--- src/rtl/servo_pkg.sv ---
package servo_pkg;
  localparam int REG_W = 32;
  typedef logic [REG_W-1:0] word_t;

  localparam word_t MIN_PERIOD = word_t'(2);

  // Register window decode result
  typedef enum logic [1:0] {
    SEL_PERIOD = 2'd0,
    SEL_ENABLE = 2'd1,
    SEL_PULSE  = 2'd2,
    SEL_NONE   = 2'd3
  } reg_sel_e;

  // Frame length actually run for a stored value
  function automatic word_t eff_period(input word_t p);
    return (p < MIN_PERIOD) ? MIN_PERIOD : p;
  endfunction

  // Last tick of a frame of length per (per >= 2)
  function automatic logic is_last_tick(input word_t cnt, input word_t per);
    return cnt >= (per - word_t'(1));
  endfunction

  // Output level at tick cnt for a given width
  function automatic logic pulse_level(input word_t cnt, input word_t width);
    return cnt < width;
  endfunction
endpackage

--- src/rtl/servo_regs.sv ---
module servo_regs
  import servo_pkg::*;
#(
  parameter int NUM_CH         = 4,
  parameter int ADDR_W         = 8,
  parameter int DEFAULT_PERIOD = 1000000,
  parameter int DEFAULT_PULSE  = 75000
) (
  input  logic              clk,
  input  logic              rst_n,
  input  logic [ADDR_W-1:0] reg_addr,
  input  logic              reg_we,
  input  word_t             reg_wdata,
  output word_t             reg_rdata,
  output word_t             stage_period,
  output word_t             stage_pulse [NUM_CH],
  output logic [NUM_CH-1:0] en_mask
);
  localparam logic [ADDR_W-1:0] A_PERIOD = ADDR_W'(0);
  localparam logic [ADDR_W-1:0] A_ENABLE = ADDR_W'(1);
  localparam logic [ADDR_W-1:0] A_PULSE0 = ADDR_W'(2);
  localparam logic [ADDR_W-1:0] N_CH     = ADDR_W'(NUM_CH);

  reg_sel_e          sel;
  logic [ADDR_W-1:0] ch_off;

  // Address decode
  always_comb begin
    ch_off = reg_addr - A_PULSE0;
    if (reg_addr == A_PERIOD)                             sel = SEL_PERIOD;
    else if (reg_addr == A_ENABLE)                        sel = SEL_ENABLE;
    else if (reg_addr >= A_PULSE0 && ch_off < N_CH)       sel = SEL_PULSE;
    else                                                  sel = SEL_NONE;
  end

  // Frame length and enable mask
  always_ff @(posedge clk or negedge rst_n) begin
    if (!rst_n) begin
      stage_period <= word_t'(DEFAULT_PERIOD);
      en_mask      <= '0;
    end else if (reg_we) begin
      if (sel == SEL_PERIOD) stage_period <= reg_wdata;
      if (sel == SEL_ENABLE) en_mask      <= reg_wdata[NUM_CH-1:0];
    end
  end

  // Per-channel width registers
  for (genvar g = 0; g < NUM_CH; g++) begin : g_pw
    always_ff @(posedge clk or negedge rst_n) begin
      if (!rst_n)
        stage_pulse[g] <= word_t'(DEFAULT_PULSE);
      else if (reg_we && sel == SEL_PULSE && ch_off == ADDR_W'(g))
        stage_pulse[g] <= reg_wdata;
    end
  end

  // Readback
  always_comb begin
    reg_rdata = '0;
    unique case (sel)
      SEL_PERIOD: reg_rdata = stage_period;
      SEL_ENABLE: reg_rdata = {{(REG_W-NUM_CH){1'b0}}, en_mask};
      SEL_PULSE: begin
        for (int i = 0; i < NUM_CH; i++)
          if (ch_off == ADDR_W'(i)) reg_rdata = stage_pulse[i];
      end
      default: reg_rdata = '0;
    endcase
  end

  // Writes outside the map leave every register alone
  p_unmapped_write_r4: assert property (@(posedge clk) disable iff (!rst_n)
    (reg_we && sel == SEL_NONE) |=> ($stable(stage_period) && $stable(en_mask)));
  // Unused enable bits never read back
  p_mask_upper_zero_r9: assert property (@(posedge clk) disable iff (!rst_n)
    (sel == SEL_ENABLE) |-> (reg_rdata[REG_W-1:NUM_CH] == '0));
endmodule

--- src/rtl/servo_frame_timer.sv ---
module servo_frame_timer
  import servo_pkg::*;
#(
  parameter int DEFAULT_PERIOD = 1000000
) (
  input  logic  clk,
  input  logic  rst_n,
  input  word_t stage_period,
  output word_t tick,
  output word_t act_period,
  output logic  frame_end
);
  localparam word_t RST_PERIOD = eff_period(word_t'(DEFAULT_PERIOD));

  assign frame_end = is_last_tick(tick, act_period);

  always_ff @(posedge clk or negedge rst_n) begin
    if (!rst_n) begin
      tick       <= '0;
      act_period <= RST_PERIOD;
    end else if (frame_end) begin
      tick       <= '0;
      act_period <= eff_period(stage_period);
    end else begin
      tick <= tick + word_t'(1);
    end
  end

  p_tick_in_frame_r1: assert property (@(posedge clk) disable iff (!rst_n)
    tick < act_period);
  p_tick_steps_r1: assert property (@(posedge clk) disable iff (!rst_n)
    !frame_end |=> (tick == $past(tick) + word_t'(1)));
  p_period_staged_r5: assert property (@(posedge clk) disable iff (!rst_n)
    !frame_end |=> $stable(act_period));
  p_period_floor_r8: assert property (@(posedge clk) disable iff (!rst_n)
    act_period >= MIN_PERIOD);
endmodule

--- src/rtl/servo_channel.sv ---
module servo_channel
  import servo_pkg::*;
#(
  parameter int DEFAULT_PULSE = 75000
) (
  input  logic  clk,
  input  logic  rst_n,
  input  word_t tick,
  input  logic  frame_end,
  input  word_t act_period,
  input  word_t stage_pulse,
  input  logic  enable,
  output logic  pwm
);
  word_t act_pulse;

  always_ff @(posedge clk or negedge rst_n) begin
    if (!rst_n)         act_pulse <= word_t'(DEFAULT_PULSE);
    else if (frame_end) act_pulse <= stage_pulse;
  end

  assign pwm = enable & pulse_level(tick, act_pulse);

  p_width_staged_r5: assert property (@(posedge clk) disable iff (!rst_n)
    !frame_end |=> $stable(act_pulse));
  p_full_frame_r6: assert property (@(posedge clk) disable iff (!rst_n)
    (enable && act_pulse >= act_period) |-> pwm);
  p_zero_width_r6: assert property (@(posedge clk) disable iff (!rst_n)
    (act_pulse == '0) |-> !pwm);
endmodule

--- src/rtl/servo_pulse_gen.sv ---
module servo_pulse_gen
  import servo_pkg::*;
#(
  parameter int NUM_CH         = 4,
  parameter int ADDR_W         = 8,
  parameter int DEFAULT_PERIOD = 1000000,
  parameter int DEFAULT_PULSE  = 75000
) (
  input  logic              clk,
  input  logic              rst_n,
  input  logic [ADDR_W-1:0] reg_addr,
  input  logic              reg_we,
  input  logic [31:0]       reg_wdata,
  output logic [31:0]       reg_rdata,
  output logic [NUM_CH-1:0] servo_o
);
  word_t             stage_period;
  word_t             stage_pulse [NUM_CH];
  logic [NUM_CH-1:0] en_mask;
  word_t             tick;
  word_t             act_period;
  logic              frame_end;

  servo_regs #(
    .NUM_CH(NUM_CH), .ADDR_W(ADDR_W),
    .DEFAULT_PERIOD(DEFAULT_PERIOD), .DEFAULT_PULSE(DEFAULT_PULSE)
  ) u_regs (
    .clk(clk), .rst_n(rst_n),
    .reg_addr(reg_addr), .reg_we(reg_we), .reg_wdata(reg_wdata),
    .reg_rdata(reg_rdata),
    .stage_period(stage_period), .stage_pulse(stage_pulse), .en_mask(en_mask)
  );

  servo_frame_timer #(
    .DEFAULT_PERIOD(DEFAULT_PERIOD)
  ) u_timer (
    .clk(clk), .rst_n(rst_n), .stage_period(stage_period),
    .tick(tick), .act_period(act_period), .frame_end(frame_end)
  );

  for (genvar g = 0; g < NUM_CH; g++) begin : g_ch
    servo_channel #(
      .DEFAULT_PULSE(DEFAULT_PULSE)
    ) u_ch (
      .clk(clk), .rst_n(rst_n), .tick(tick), .frame_end(frame_end),
      .act_period(act_period), .stage_pulse(stage_pulse[g]),
      .enable(en_mask[g]), .pwm(servo_o[g])
    );

    p_disabled_low_r3: assert property (@(posedge clk) disable iff (!rst_n)
      !en_mask[g] |-> !servo_o[g]);
    p_frame_opens_high_r2: assert property (@(posedge clk) disable iff (!rst_n)
      (frame_end && en_mask[g] && stage_pulse[g] != '0) |=> (servo_o[g] || !en_mask[g]));
  end
endmodule

--- config.mk ---
export PLATFORM = sky130hd
export DESIGN_NAME = servo_pulse_gen
export DESIGN_NICKNAME = d
export VERILOG_FILES = /design/src/rtl/servo_pkg.sv /design/src/rtl/servo_regs.sv /design/src/rtl/servo_frame_timer.sv /design/src/rtl/servo_channel.sv /design/src/rtl/servo_pulse_gen.sv
export SDC_FILE = /design/constraint.sdc
export NUM_CORES = 1
export LEC_CHECK = 0
export BUFFER_PORTS_ARGS = -buffer_cell sky130_fd_sc_hd__clkbuf_2
export CAP_MARGIN = 15
export CORE_MARGIN = 4
export CORE_UTILIZATION = 25
export DETAILED_ROUTE_END_ITERATION = 7
export GPL_ROUTABILITY_DRIVEN = 0
export PLACE_DENSITY = 0.41
export SLEW_MARGIN = 15
export SYNTH_ARGS = -nofsm -noshare
export SYNTH_HDL_FRONTEND = slang
export SYNTH_SLANG_ARGS = --single-unit
--- constraint.sdc ---
create_clock -name clk -period 4.7 [get_ports clk]
set_clock_uncertainty 0.05 [all_clocks]
set_input_delay 0.47 -clock clk [delete_from_list [all_inputs] [get_ports clk]]
set_output_delay 0.47 -clock clk [all_outputs]
set_load 0.03 [all_outputs]
; Yosys cells after proc, flatten, opt, wreduce, memory -nomap -nowiden
; Index checks and enable logic that the tools add are counted.
[word_totals]
ff_bits = 356
input_bits = 43
out_inout_bits = 36
[classes]
add_sub_neg = 3
n_lt_le_gt_ge = 8
eq_ne = 6
n_mux = 10
bitwise = 4
reduce_logical = 11
[op_table]
columns = cell, n
row1 = 2-to-1 mux 32 bit, 6
row2 = less-than comparator 32 bit, 4
row3 = one-hot mux 32 bit (3 select lines), 1
row4 = adder 32 x 1 -> 32 bit (second input constant), 1
row5 = greater-or-equal comparator 32 bit, 1
row6 = less-than comparator 32 x 2 -> 1 bit (second input constant), 1
row7 = subtractor 32 x 1 -> 32 bit (second input constant), 1
row8 = == test 8 x 1 -> 1 bit (second input constant), 2
row9 = == test 8 x 2 -> 1 bit (second input constant), 2
row10 = logical NOT 8 bit, 2
row11 = greater-or-equal comparator 8 x 2 -> 1 bit (second input constant), 1
row12 = less-than comparator 8 x 3 -> 1 bit (second input constant), 1
row13 = subtractor 8 x 2 -> 8 bit (second input constant), 1
row14 = logical AND 1 bit, 6
row15 = AND 1 bit, 4
row16 = 2-to-1 mux 2 bit, 2
row17 = AND reduction 2 bit, 2
row18 = == test 2 x 1 -> 1 bit (second input constant), 1
row19 = == test 2 bit (second input constant), 1
row20 = logical NOT 2 bit, 1
row21 = 2-to-1 mux 1 bit, 1

; Logic depth before layout (Yosys ltp)
[depth]
depth_word = 9
ltp_mapped = 18
mapped_depth_nobuf = 15

; Modules after synthesis
; Synthesis repeated with hierarchy kept, for this count alone.
[unflattened]
hier_cells = 1772
area_unflattened_um2 = 19173.4
[modules_own_cells]
columns = mod, instances, cells_each, area_per_inst_um2, seq_area_each_um2
row1 = servo_channel, 4, 213, 1904.3, 810.8
row2 = servo_regs, 1, 523, 7567.3, 4152.7
row3 = servo_frame_timer, 1, 397, 3988.8, 1610.3

; Least setup slack after synthesis
; Ideal clock, no wire load.
[synth_path]
path_type = reg2reg
start = register u_timer.act_period[0]
end = register g_ch[3].u_ch.act_pulse[15]
setup_ps = 125
arrival_time_ps = 4625
t_required_ps = 4525
path_slack_ps = -100
stages_incl_launch_ff = 19
n_path_buf = 3
period_less_slack_ps = 4800
path_cell_list = dfrtp_1 > inv_1 > ha_1 > or4b_4 > or4b_1 > buf_2 > or3_4 > nand2b_4 > nor3_2 > xnor2_1 > ha_1 > nand2_1 > or2_2 > a21oi_1 > a2111oi_0 > o221a_2 > clkbuf_1 > buf_1 > mux2_2
[synth_between]
elab_chain_len = 2
[synth_lines]
columns = element, line
row1 = "start, declared", servo_frame_timer.sv:10  ; output word_t act_period,
row2 = "start signal, assigned", servo_frame_timer.sv:23  ; act_period <= eff_period(stage_period);
row3 = subtractor 32 x 1 -> 32 bit, servo_pkg.sv:22  ; return cnt >= (per - word_t'(1));
row4 = greater-or-equal comparator 32 bit, servo_pkg.sv:22
row5 = "end signal, assigned", servo_channel.sv:18  ; if (!rst_n) act_pulse <= word_t'(DEFAULT_PULSE);
row6 = "end signal, assigned", servo_channel.sv:19  ; else if (frame_end) act_pulse <= stage_pulse;
row7 = "end, declared", servo_channel.sv:15  ; word_t act_pulse;
; Every way passes these cells.
; A chain may end at the register's enable or synchronous reset.

; Final worst setup path
[layout_path]
start = register u_timer.act_period[0]
end = register g_ch[0].u_ch.act_pulse[11]
[layout_between]
elab_chain_len = 2
[layout_lines]
columns = element, line
row1 = subtractor 32 x 1 -> 32 bit, servo_pkg.sv:22
row2 = greater-or-equal comparator 32 bit, servo_pkg.sv:22
row3 = "end signal, assigned", servo_channel.sv:18
row4 = "end signal, assigned", servo_channel.sv:19
row5 = "end, declared", servo_channel.sv:15
; Every way passes these cells.

==> results.md <==
* Max-slew violations at 0
* Critical Path AT at 4980 ps
* Synth warnings at 0
* Drt total wl at approximately 60 mm
* Nets at 1987
* Crit-path slowest cell: or4_1
* Area contributors post-synth: dfrtp_1 36%, mux2_2 19%, dfstp_2 11%, ha_1 10%, inv_1 2.7%
* Diode count at 0
* Number of synthesized flops with an enable pin at 0
* DRC Markers at 0
* Setup violators final at 0
* DR WL/cell at ~21 µm
* Worst vdd ir at ~0.24 mV
* Crit Path Class: flip-flop to flip-flop
* Post-synth ARST share at 1.000
* Register bit total from synthesis at approximately 360
* Ys flop type: dfrtp_1
* Via count at between 10k and 15k
* Vias in the first global route at between 10k and 15k
* Largest net degree at the start of global routing at 130
* Gr usage total at 0.1429
* DRT antenna net count at 0
* Clk pin slew, worst setup/hold paths at 60 ps
* RSZ-0062 raised after global routing: true
* Max stage delay on crit path at around 540 ps
* Placeable Area at 76080 µm²
* Critical Path RT at 5110 ps
* Initial drt markers at 615
* Area grow syn2layout at 22.39%
* Root buf cell: clkbuf_16
* Top cell type by total area after synthesis: dfrtp_1
* Final worst slack at 136.5 ps
* HPWL Detailed at between 40 and 50 mm
* Die height at 285.5 µm
* Initial DRT Pass Iterations at 4
* Hold WC Path Type: primary input to flip-flop
* IO Count at 79
* Hold_ws at around 140 ps
* Period Utilization, post-route at 0.9709
* Fmax at 219.1 MHz
* Row count at between 100 and 150
* R2r setup slk at around 140 ps
* Port buffer count at 78
* CTS tree: built
* Nature of the critical path endpoint: flip-flop
* Die X-Extent at 285.5 µm
* Grt ovf at 0
* First-pass GRT wire length at 89.11 mm
* Worst hold stages at 2
* Post-synthesis sequential area ratio at 0.4679
* Rel. slew slack at 0.3569
* Initial antenna violation count at 0
* Synthesized area at just under 20000 µm²
* Clk_lat worst skew at 580 ps
* Static leakage at 11.42 nW
* CTS Sinks at 356
* Hold Vio Cnt, Final at 0
* Syn_nets at 1852
* Syn Inst Count at about 1.7k
* Layout cells sized above 1 at 0.3650
* Starting density of the core at 0.2530
* Syn_area_per_cell at 11.67 µm²
* Sum Neg Setup Slack at 0 ps
* Actual slew at the worst max-slew pin at ~950 ps
* Cts bufs inserted at 45
* Die area at between 80000 and 90000 µm²
* Minimum clock period at around 4600 ps
* H-tree levels at 2
* Maximum net fanout on the critical path at 6
* Status: complete, no violations
* R2R depth at 16
* Clock Tree Buf Depth at 3
* Pwr/cell area at 321.8 nW/µm²
* Place WS at -16.92 ps
* Total power at 7.581 mW
* Worst setup SP type: flip-flop
* CP cell instances: buf_4, or4_1, or3_4, or2_2, or4_1, xor2_1, ha_1, a31oi_2, o211ai_1, a211oi_2, buf_4, o221a_4, buf_8, buf_12, clkbuf_16, mux2_2
* Netlist cell types at 54
* Routed vias/inst at between 4 and 5
* Post-synth top area share at 0.3614
* MaxCap Viol Count at 0
## metal layers
metal | up-vias | track usage | share of wire
met2 | 164 | 0.2367 | 0.47
li1 | 6146 | - | -
met3 | 71 | 0.02446 | 0.033
met1 | 6663 | 0.1951 | 0.47
met4 | 0 | 0.03444 | 0.019
met5 | - | 0 | 0
## layout by cell type (no fill, tap or decap), drive strengths merged, types with 14 or more instances in the layout
| master | count |
|---|---|
| mux2 | 322 |
| dfrtp | 278 |
| ha | 159 |
| clkbuf | 154 |
| inv | 137 |
| nor2 | 79 |
| dfstp | 78 |
| a21oi | 67 |
| buf | 63 |
| o21ai | 56 |
| nand2 | 44 |
| a21o | 40 |
| xnor2 | 36 |
| and2 | 33 |
| nand4 | 32 |
| mux2i | 32 |
| a22oi | 26 |
| xor2 | 25 |
| nand3 | 24 |
| nor3 | 19 |
| a211oi | 14 |
## logic make-up (layout without fill, tap and decap cells)
logic type      after synthesis  after routing  share of synthesized area
mux                         356            356                     0.2073
flops                       356            356                     0.4679
simple gates                285            285                    0.07761
compound gates              233            233                    0.07579
buf+inv                     200            372                    0.04030
fa+ha+maj                   159            159                     0.1033
xor+xnor                     61             61                    0.02775
## metrics by stage
step,instances,utilization,cell area (µm²)
6_report,2852,0.3097,23560
4_1_cts,2827,0.3030,23050
5_1_grt,2852,0.3097,23560
3_5_place_dp,2742,0.2799,21290
2_1_floorplan,1650,-,19260
3_3_place_gp,2742,0.2799,21290
## worst paths after layout
check | start | endpoint
setup / recovery | u_timer.act_period[0]$_DFFE_PN0P_ | g_ch[0].u_ch.act_pulse[11]$_DFFE_PN0P_
hold / removal | reg_wdata[5] | u_regs.stage_pulse[101]$_DFFE_PN1P_
setup reg to reg | u_timer.act_period[0]$_DFFE_PN0P_ | g_ch[0].u_ch.act_pulse[11]$_DFFE_PN0P_
min in group asynchronous | rst_n | u_regs.stage_pulse[9]$_DFFE_PN0P_
hold reg to reg | g_ch[0].u_ch.act_pulse[22]$_DFFE_PN0P_ | g_ch[0].u_ch.act_pulse[22]$_DFFE_PN0P_
max in group asynchronous | rst_n | g_ch[1].u_ch.act_pulse[26]$_DFFE_PN0P_
## cell usage after synthesis (all sizes together), types with 14 or more instances
master and n:
xor2 25, a21o 40, o21ai 56, inv 137
dfrtp 278, a21oi 67, mux2i 32, a22oi 26
nor3 19, buf 20, ha 159, dfstp 78
and2 33, nor2 79, nand3 24, a211oi 14
mux2 322, nand2 44, nand4 32, clkbuf 43
xnor2 36
## final cells by class
class                           instances  area [µm²]
Fill cell                            7782       52520
Multi-Input combinational cell       1094        9630
Sequential cell                       356        9006
Clock buffer                           67        1381
Timing Repair Buffer                  151        1371
Tap cell                             1030        1289
Inverter                              137       514.2
Clock inverter                         17       366.6
## worst max-delay path: cells and delay by family (launching register included)
family,cells,cell delay [ps]
simple gates,4,1690
fa+ha+maj,1,320
buf+inv,5,750
xor+xnor,1,170
mux,1,320
flops,1,390
compound gates,4,760
## timing repair
action,in CTS,in global routing
gates cloned,0,12
pin swaps,0,13
hold endpoints to repair,103,0
endpoints found under the setup margin,48,158
buffers inserted,0,13
hold buffers,1,0
gates resized for setup,1,32
## sequential cells by signal, indices dropped and copies added (netlist names)
register,flops
u_regs.stage_period,32
u_timer.act_period,32
u_regs.stage_pulse,128
g_ch.u_ch.act_pulse,128
u_regs.en_mask,4
u_timer.tick,32
## where the power goes
| group | internal (mW) | total (mW) | leakage [nW] | switching [mW] |
|---|---|---|---|---|
| Clock | 2.63 | 4.03 | 0.857 | 1.40 |
| Sequential | 3.17 | 3.26 | 4.65 | 0.0917 |
| Combinational | 0.116 | 0.289 | 5.91 | 0.173 |
No activity file was read; power rests on OpenSTA's default activity.
